`src/rtl/rmt_pkg.sv`:
```
package rmt_pkg;
  localparam int unsigned RMT_SEL_W = 2;

  // number of set bits in a request slot vector (up to 32 slots)
  function automatic int unsigned rmt_ones(input logic [31:0] v);
    int unsigned n;
    n = 0;
    for (int i = 0; i < 32; i++) n += int'(v[i]);
    return n;
  endfunction
endpackage

```
`src/rtl/rmt_reg_decode.sv`:
```
module rmt_reg_decode #(
  parameter int NUM_ARCH  = 16,
  parameter int NUM_FILES = 3,
  parameter int SEL_W     = rmt_pkg::RMT_SEL_W,
  parameter logic [NUM_ARCH*SEL_W-1:0] REG_SEL = '0,
  localparam int REG_W    = $clog2(NUM_ARCH)
) (
  input  logic [REG_W-1:0]     reg_idx,
  output logic [NUM_FILES-1:0] file_mask
);
  logic [SEL_W-1:0] sel;

  always_comb begin
    sel       = REG_SEL[reg_idx*SEL_W +: SEL_W];
    file_mask = '0;
    file_mask[0] = 1'b1;  // unified file sees every register
    for (int f = 1; f < NUM_FILES; f++)
      if (int'(sel) == f) file_mask[f] = 1'b1;
  end
endmodule

```
`src/rtl/rmt_file_counter.sv`:
```
module rmt_file_counter #(
  parameter int CNT_W = 4,
  parameter int DEST  = 2,
  parameter logic [CNT_W-1:0] CAP = '0,
  localparam int SUM_W   = CNT_W + $clog2(DEST + 1) + 1,
  localparam bit BOUNDED = (CAP != '0)
) (
  input  logic             clk,
  input  logic             rst,
  input  logic             fire,
  input  logic [DEST-1:0]  alloc_hit,
  input  logic [DEST-1:0]  rel_hit,
  output logic [CNT_W-1:0] used,
  output logic             stall
);
  logic [SUM_W-1:0] req, relc, base, nxt;
  logic [CNT_W-1:0] used_q;

  always_comb begin
    req   = SUM_W'(rmt_pkg::rmt_ones(32'(alloc_hit)));
    relc  = SUM_W'(rmt_pkg::rmt_ones(32'(rel_hit)));
    stall = BOUNDED && ((SUM_W'(used_q) + req) > SUM_W'(CAP));
    base  = fire ? SUM_W'(used_q) + req : SUM_W'(used_q);
    nxt   = (relc > base) ? '0 : base - relc;
  end

  always_ff @(posedge clk) begin
    if (rst || !BOUNDED) used_q <= '0;
    else                 used_q <= nxt[CNT_W-1:0];
  end

  assign used = used_q;
endmodule

```
`src/rtl/rename_map_tracker.sv`:
```
module rename_map_tracker #(
  parameter int NUM_ARCH  = 16,
  parameter int NUM_FILES = 3,
  parameter int DEST      = 2,
  parameter int CNT_W     = 4,
  parameter int SEL_W     = rmt_pkg::RMT_SEL_W,
  parameter logic [NUM_FILES*CNT_W-1:0] FILE_CAP = 12'h460,
  parameter logic [NUM_ARCH*SEL_W-1:0]  REG_SEL  = 32'h0AAA_5555,
  localparam int REG_W = $clog2(NUM_ARCH)
) (
  input  logic                       clk,
  input  logic                       rst,
  input  logic                       alloc_valid,
  output logic                       alloc_ready,
  input  logic [DEST-1:0]            alloc_dst_en,
  input  logic [DEST*REG_W-1:0]      alloc_dst_reg,
  input  logic                       rel_valid,
  input  logic [DEST-1:0]            rel_dst_en,
  input  logic [DEST*REG_W-1:0]      rel_dst_reg,
  output logic [NUM_FILES-1:0]       stall_mask,
  output logic [NUM_FILES*CNT_W-1:0] used_cnt
);
  logic [NUM_FILES-1:0] a_mask [DEST];
  logic [NUM_FILES-1:0] r_mask [DEST];
  logic [DEST-1:0]      a_hit  [NUM_FILES];
  logic [DEST-1:0]      r_hit  [NUM_FILES];
  logic                 fire;

  for (genvar s = 0; s < DEST; s++) begin : g_slot
    rmt_reg_decode #(
      .NUM_ARCH(NUM_ARCH), .NUM_FILES(NUM_FILES), .SEL_W(SEL_W), .REG_SEL(REG_SEL)
    ) i_dec_alloc (
      .reg_idx(alloc_dst_reg[s*REG_W +: REG_W]), .file_mask(a_mask[s])
    );
    rmt_reg_decode #(
      .NUM_ARCH(NUM_ARCH), .NUM_FILES(NUM_FILES), .SEL_W(SEL_W), .REG_SEL(REG_SEL)
    ) i_dec_rel (
      .reg_idx(rel_dst_reg[s*REG_W +: REG_W]), .file_mask(r_mask[s])
    );
  end

  assign fire = alloc_valid && alloc_ready;

  for (genvar f = 0; f < NUM_FILES; f++) begin : g_file
    for (genvar s = 0; s < DEST; s++) begin : g_hit
      assign a_hit[f][s] = alloc_dst_en[s] && a_mask[s][f];
      assign r_hit[f][s] = rel_valid && rel_dst_en[s] && r_mask[s][f];
    end
    rmt_file_counter #(
      .CNT_W(CNT_W), .DEST(DEST), .CAP(FILE_CAP[f*CNT_W +: CNT_W])
    ) i_cnt (
      .clk(clk), .rst(rst), .fire(fire),
      .alloc_hit(a_hit[f]), .rel_hit(r_hit[f]),
      .used(used_cnt[f*CNT_W +: CNT_W]), .stall(stall_mask[f])
    );
  end

  assign alloc_ready = (stall_mask == '0);
endmodule

```
`config.mk`:
```
export PLATFORM = sky130hd
export DESIGN_NAME = rename_map_tracker
export DESIGN_NICKNAME = d
export VERILOG_FILES = /design/src/rtl/rmt_pkg.sv /design/src/rtl/rmt_reg_decode.sv /design/src/rtl/rmt_file_counter.sv /design/src/rtl/rename_map_tracker.sv
export SDC_FILE = /design/constraint.sdc
export NUM_CORES = 1
export LEC_CHECK = 0
export BUFFER_PORTS_ARGS = -buffer_cell sky130_fd_sc_hd__buf_2
export CORE_ASPECT_RATIO = 0.75
export CORE_MARGIN = 4
export CORE_UTILIZATION = 40
export DETAILED_ROUTE_END_ITERATION = 10
export GPL_TIMING_DRIVEN = 0
export MAX_ROUTING_LAYER = met4
export PLACE_DENSITY = 0.77
export SLEW_MARGIN = 10
export SYNTH_ARGS = -nofsm -noshare
export SYNTH_HDL_FRONTEND = slang
export SYNTH_SLANG_ARGS = --single-unit
```
`constraint.sdc`:
```
create_clock -name clk -period 5.7 [get_ports clk]
set_clock_uncertainty 0.05 [all_clocks]
set_input_delay 1.14 -clock clk [delete_from_list [all_inputs] [get_ports clk]]
set_output_delay 1.14 -clock clk [all_outputs]
set_load 0.02 [all_outputs]
```
# Word-level counts from Yosys, hierarchy flattened
# Cells that the tools add are included.
dict set report classes {
  add_sub_neg 8
  mul 0
  div_mod_pow 0
  magnitude_cmp 4
  n_eq_ne 8
  n_shift 4
  muxes 10
  n_bitwise 0
  reduce_logical 14
}
# op n
set op_table {}
lappend op_table {{$shiftx 32x6->2 const A} 4}
lappend op_table {{$eq 2x2->1 const B} 8}
lappend op_table {{$add 4x7->7} 2}
lappend op_table {{$gt 2x7->1} 2}
lappend op_table {{$gt 7x3->1 const B} 2}
lappend op_table {{$mux 7} 2}
lappend op_table {{$logic_and 1x1->1} 11}
lappend op_table {{$add 1x1->2} 4}
lappend op_table {{$mux 1} 8}
lappend op_table {{$sub 4x4->4} 2}
lappend op_table {{$reduce_or 2->1} 2}
lappend op_table {{$logic_not 3->1} 1}
dict set report totals {
  regBits 8
  latch_bits 0
  mem_bits_rw 0
  mem_bits_ro 0
  input_bits 24
  output_inout_bits 16
  wordCells 50
  n_memories 0
}

# Longest topological paths before layout
dict set report depth {
  depth_word 12
  ltp_mapped 20
  mapped_depth_nobuf 19
}

# Hierarchy
# From an unflattened synthesis, not the netlist that was laid out.
dict set report unflattened {
  cells_unflattened 129
  hier_area_um2 1082.3
}
# mod instances cells_per_inst area_each_um2 seq_area_each_um2
set modules_own_cells {}
lappend modules_own_cells {{rmt_file_counter at g_file[1].i_cnt} 1 45 421.7 80.1}
lappend modules_own_cells {{rmt_file_counter at g_file[2].i_cnt} 1 48 419.2 80.1}
lappend modules_own_cells {rmt_reg_decode 4 4 26.3 0.0}
lappend modules_own_cells {rename_map_tracker 1 14 95.1 0.0}
lappend modules_own_cells {{rmt_file_counter at g_file[0].i_cnt} 1 6 41.3 0.0}

# Worst setup path before layout
# No wires, ideal clock.
dict set report synth_timing {
  kind {in2reg}
  from {input alloc_dst_en[0]}
  to {register g_file[1].i_cnt.used_q[3]}
  setup_ns 0.103
  arrival_time_ns 4.559
  t_required_ns 5.547
  path_slack_ns 0.987
  path_stages 17
  n_path_buf 1
  path_cell_list {nor2b_1 -> ha_1 -> ha_1 -> fa_1 -> and3b_1 -> o21ai_0 -> and4_1 -> buf_6 -> nand2_1 -> mux2i_1 -> ha_1 -> nor2b_1 -> o21ai_0 -> nor3_1 -> a41oi_1 -> o41ai_2 -> a2111oi_2}
}
dict set report synth_between {
  elab_chain_len 9
  word_cells_on_any_way 14
}
# item line
set synth_rtl {}
lappend synth_rtl {{start: declaration} rename_map_tracker.sv:15} ;# input logic [DEST-1:0] alloc_dst_en,
lappend synth_rtl {{$logic_and 1x1->1} rename_map_tracker.sv:46} ;# assign a_hit[f][s] = alloc_dst_en[s] && a_mask[s][f];
lappend synth_rtl {{$add 1x1->2} rmt_pkg.sv:8} ;# for (int i = 0; i < 32; i++) n += int'(v[i]);
lappend synth_rtl {{$add 4x7->7 (on tied branches)} {rmt_file_counter.sv:22, rmt_file_counter.sv:23}}
lappend synth_rtl {{$gt 7x3->1} rmt_file_counter.sv:22} ;# stall = BOUNDED && ((SUM_W'(used_q) + req) > SUM_W'(CAP));
lappend synth_rtl {{$logic_not 3->1} rename_map_tracker.sv:58} ;# assign alloc_ready = (stall_mask == '0);
lappend synth_rtl {{$logic_and 1x1->1} rename_map_tracker.sv:42} ;# assign fire = alloc_valid && alloc_ready;
lappend synth_rtl {{$mux 7 *} rmt_file_counter.sv:23} ;# base = fire ? SUM_W'(used_q) + req : SUM_W'(used_q);
lappend synth_rtl {{$gt 2x7->1} rmt_file_counter.sv:24} ;# nxt = (relc > base) ? '0 : base - relc;
lappend synth_rtl {{$reduce_or 2->1 (no source line)} -}
lappend synth_rtl {{end signal: assignment} rmt_file_counter.sv:29} ;# else used_q <= nxt[CNT_W-1:0];
lappend synth_rtl {{end: declaration} rmt_file_counter.sv:17} ;# logic [CNT_W-1:0] used_q;
# Every way passes the cells marked *; elsewhere a longest branch is shown, timed or not.
# A chain may end at the register's enable or synchronous reset.

# Final worst setup path
# Same ends and word-level chain as after synthesis.

==> flow_summary_export.csv <==
group,metric,value,unit
layout,final_cell_count_no_fill,207,
yosys,seq_area_frac_synth,14.8,%
worst_hold_path,worstHoldStart,"g_file[1].i_cnt.used[2]",
yosys,synthCells,134,
sta,setup_viol,0,
route,wl_per_cell,11.6,um
worst_hold_path,min_delay_path_depth,3,
floorplanning,start_util,41.7,%
sta,fin_setup_tns,0,ns
worst_hold_path,hold_class,"reg2reg",
pwr,peakVddDrop,0.145,mV
sta,slew_headroom,64.9,%
place,placed_cells,204,
place,gp_congestion,0.794,
floorplanning,placementRows,16,
floorplanning,ios,40,
route,first_pass_iters,4,
clock_tree,clock-sinks,8,
clock_tree,h-tree-depth,1,
global_routing,grt_overflow,0,
route,vias,1048,
sta,finalMaxSlewViolations,0,
worst_setup_path,r2r_setup_slack,1.63,ns
sta,hold_violations,0,
sta,min_period,5.04,ns
layout,diodes,0,
global_routing,grt_pass1_wl,3.95,mm
yosys,ys_seq_elements,8,
clock_tree,clk_pin_slew_worst_paths,0.05,ns
pwr,cellLeakagePower,0.682,nW
clock_tree,cts_setup_buffers,0,
yosys,synthesis.area,1080,um^2
floorplanning,die_w,68.1,um
yosys,syn_area_per_cell,8.10,um^2
worst_setup_path,critical_path_arrival,5.14,ns
pwr,power_density,490,nW/um^2
sta,timing.fmax,198,MHz
clock_tree,cts_made_buffers,3,
worst_setup_path,r2r-start,"g_file[2].i_cnt.used[0]",
clock_tree,cts_tree,"done",
run,drv_cap,0,
sta,fin_crit_sh,88.4,%
layout,largest_register_ffs,8,
sta,worst_pin_slew,0.521,ns
worst_setup_path,rr_endpoint,"g_file[1].i_cnt.used[3]",
layout,drive_gt1_share,29.2,%
layout,ff_latch_area,160,um^2
sta,rsz0062_at_grt,"no",
yosys,synth_warnings,0,
worst_setup_path,cpMaxStageDelayCell,"fa_1",
run_status,status,"finished clean",
worst_setup_path,path_max_fanout,7,
worst_setup_path,start_kind,"primary input",
route,drc,0,
floorplanning,dieArea,3620,um^2
clock_tree,cts_resized,0,
clock_tree,cts_buffer_depth,2,
worst_setup_path,cp-end-kind,"flip-flop",
worst_setup_path,rr_worst_depth,16,
global_routing,grt_start_max_net_pins,9,
global_routing,antenna_found_initial,0,
layout,nets,217,
route,drt_iter0_markers,24,
global_routing,use_met1,16.0,%
global_routing,grt.total_usage,14.8,%
route,ant_nets,0,
floorplanning,core-area,2600,um^2
worst_setup_path,cpMostUsedCell,"ha_1",
layout,multi_input_area,813,um^2
route,viasPerCell,5.06,
place,hpwl,2.10,mm
clock_tree,root_buffer,"clkbuf_4",
worst_hold_path,min_to,"g_file[1].i_cnt.used[3]",
global_routing,use_met3,0.637,%
place,port_buffers,30,
clock_tree,cts.hold.buffers_added,0,
worst_setup_path,cp_cell_sequence,"buf_2 -> nand2_1 -> a21oi_1 -> ha_1 -> ha_1 -> inv_1 -> fa_1 -> xnor2_1 -> a2bb2oi_1 -> and3_1 -> buf_2 -> nand2_1 -> mux2i_1 -> ha_1 -> nor2b_1 -> o21ai_0 -> nor3_1 -> a41oi_1 -> o41ai_2 -> a2111oi_2",
worst_setup_path,crit_type,"in2reg",
yosys,synth.distinct_cells,41,
worst_setup_path,critical-path-max-stage-delay,0.46,ns
global_routing,grtUsageMet2,27.7,%
worst_setup_path,required,5.80,ns
global_routing,grt-busiest-layer,"met2",
route,totalWireLength,2.41,mm
layout,fillers,259,
layout,synthToLayoutAreaGrowth,21.5,%
floorplanning,die_height,53.1,um
clock_tree,clkLatencyLatePin,0.26,ns
global_routing,grt_pass1_vias,1043,
[cell usage after synthesis, drive strengths merged]
cell type  instances  area [um^2]
nand2             10         37.5
or2                3         18.8
or3                1         6.26
or3b               1         8.76
conb               1         3.75
buf               10         73.8
nand4b             1         8.76
nand2b             2         12.5
o41ai              1         16.3
nand3              3         15.0
o21a               1         7.51
nor2               7         26.3
xnor2              4         35.0
and4               2         17.5
nor3b              1         7.51
inv               14         52.6
a21boi             2         15.0
o21ai              8         40.0
a21oi              8         40.0
and3               2         17.5
xor2               1         8.76
a2111oi            1         15.0
and3b              1         8.76
ha                16          200
o311a              1         10.0
and2               3         18.8
a2bb2oi            1         8.76
a41oi              1         8.76
nor2b              7         43.8
a31oi              1         6.26
nor3               4         25.0
dfxtp              8          160
mux2i              3         30.0
fa                 4         80.1
[report_power, final]
part	switching, mW	internal, mW	total, mW
clock network	0.0196	0.0241	0.0437
registers	0.0308	0.0825	0.113
logic	0.283	0.206	0.489
[critical path, delay by kind of cell]
kind / cells / cell delay (ns)
muxes: 1 / 0.40
xor gates and xnor gates: 1 / 0.16
AOI/OAI and AO/OA: 6 / 1.20
and+or+nand+nor: 5 / 0.67
adders and majority gates: 4 / 1.23
buffers and inverters: 3 / 0.31
[area by class of cell]
class                           count  area share, %
Multi-Input combinational cell    106           61.7
Timing Repair Buffer               30           11.4
Buffer                             10           5.60
Sequential cell                     8           12.2
Clock buffer                        3           1.71
Tap cell                           36           3.42
Inverter                           14           3.99
[worst max-delay path by stage]
stage                               start  slack [ns]  cells past startpoint                 endpoint
after detailed placement  alloc_dst_en[0]        0.44                     20  g_file[1].i_cnt.used[3]
after floorplan           alloc_dst_en[0]        0.99                     17  g_file[1].i_cnt.used[3]
after global placement    alloc_dst_en[0]        0.60                     18  g_file[1].i_cnt.used[3]
final                     alloc_dst_en[0]        0.66                     20  g_file[1].i_cnt.used[3]
after CTS                 alloc_dst_en[0]        0.68                     20  g_file[1].i_cnt.used[3]
after global routing      alloc_dst_en[0]        0.30                     20  g_file[1].i_cnt.used[3]
[cells in the final DEF, fill, tap and decap left out, types with 2 or more instances in the layout]
| cell type | count |
|---|---|
| buf_2 | 32 |
| nand2_1 | 10 |
| nor2_1 | 7 |
| nor2b_1 | 7 |
| conb_1 | 5 |
| or2_2 | 2 |
| ha_1 | 16 |
| mux2i_1 | 3 |
| xnor2_1 | 4 |
| nand2b_1 | 2 |
| clkbuf_4 | 3 |
| nand3_1 | 3 |
| dfxtp_1 | 8 |
| inv_1 | 13 |
| buf_4 | 7 |
| and2_1 | 3 |
| fa_1 | 4 |
| and4_1 | 2 |
| o21ai_0 | 8 |
| a21oi_1 | 8 |
| nor3_1 | 3 |
[per-layer routing]
metal	vias to the layer above	part of all wire, %
li1	520	-
met1	484	44
met2	37	48
met3	7	5.9
met4	0	2.2
met5	-	0
[kinds of logic (layout without fill, tap and decap cells)]
kind of cell / after synthesis / in the layout / share of synthesized area, %
other: 1 / 5 / 0.346
muxes: 3 / 3 / 2.77
DFF: 8 / 8 / 14.8
AOI/OAI and AO/OA: 25 / 25 / 15.5
adders and majority gates: 20 / 20 / 25.8
xor gates and xnor gates: 5 / 5 / 4.04
buffers and inverters: 24 / 57 / 11.6
and+or+nand+nor: 48 / 48 / 25.1
[through the flow]
step	hold slack, ns	instance area [um^2]	setup slack (ns)	power, mW	utilization [%]
floorplan	0.715	1100	0.987	0.474	-
global placement	0.670	1290	0.600	0.569	49.8
detailed placement	0.704	1290	0.444	0.600	49.8
CTS	0.708	1320	0.683	0.643	50.6
global route	0.765	1320	0.301	0.708	50.6
finish	0.701	1320	0.662	0.646	50.6
Note: power is estimated with default switching activity, not from simulation.
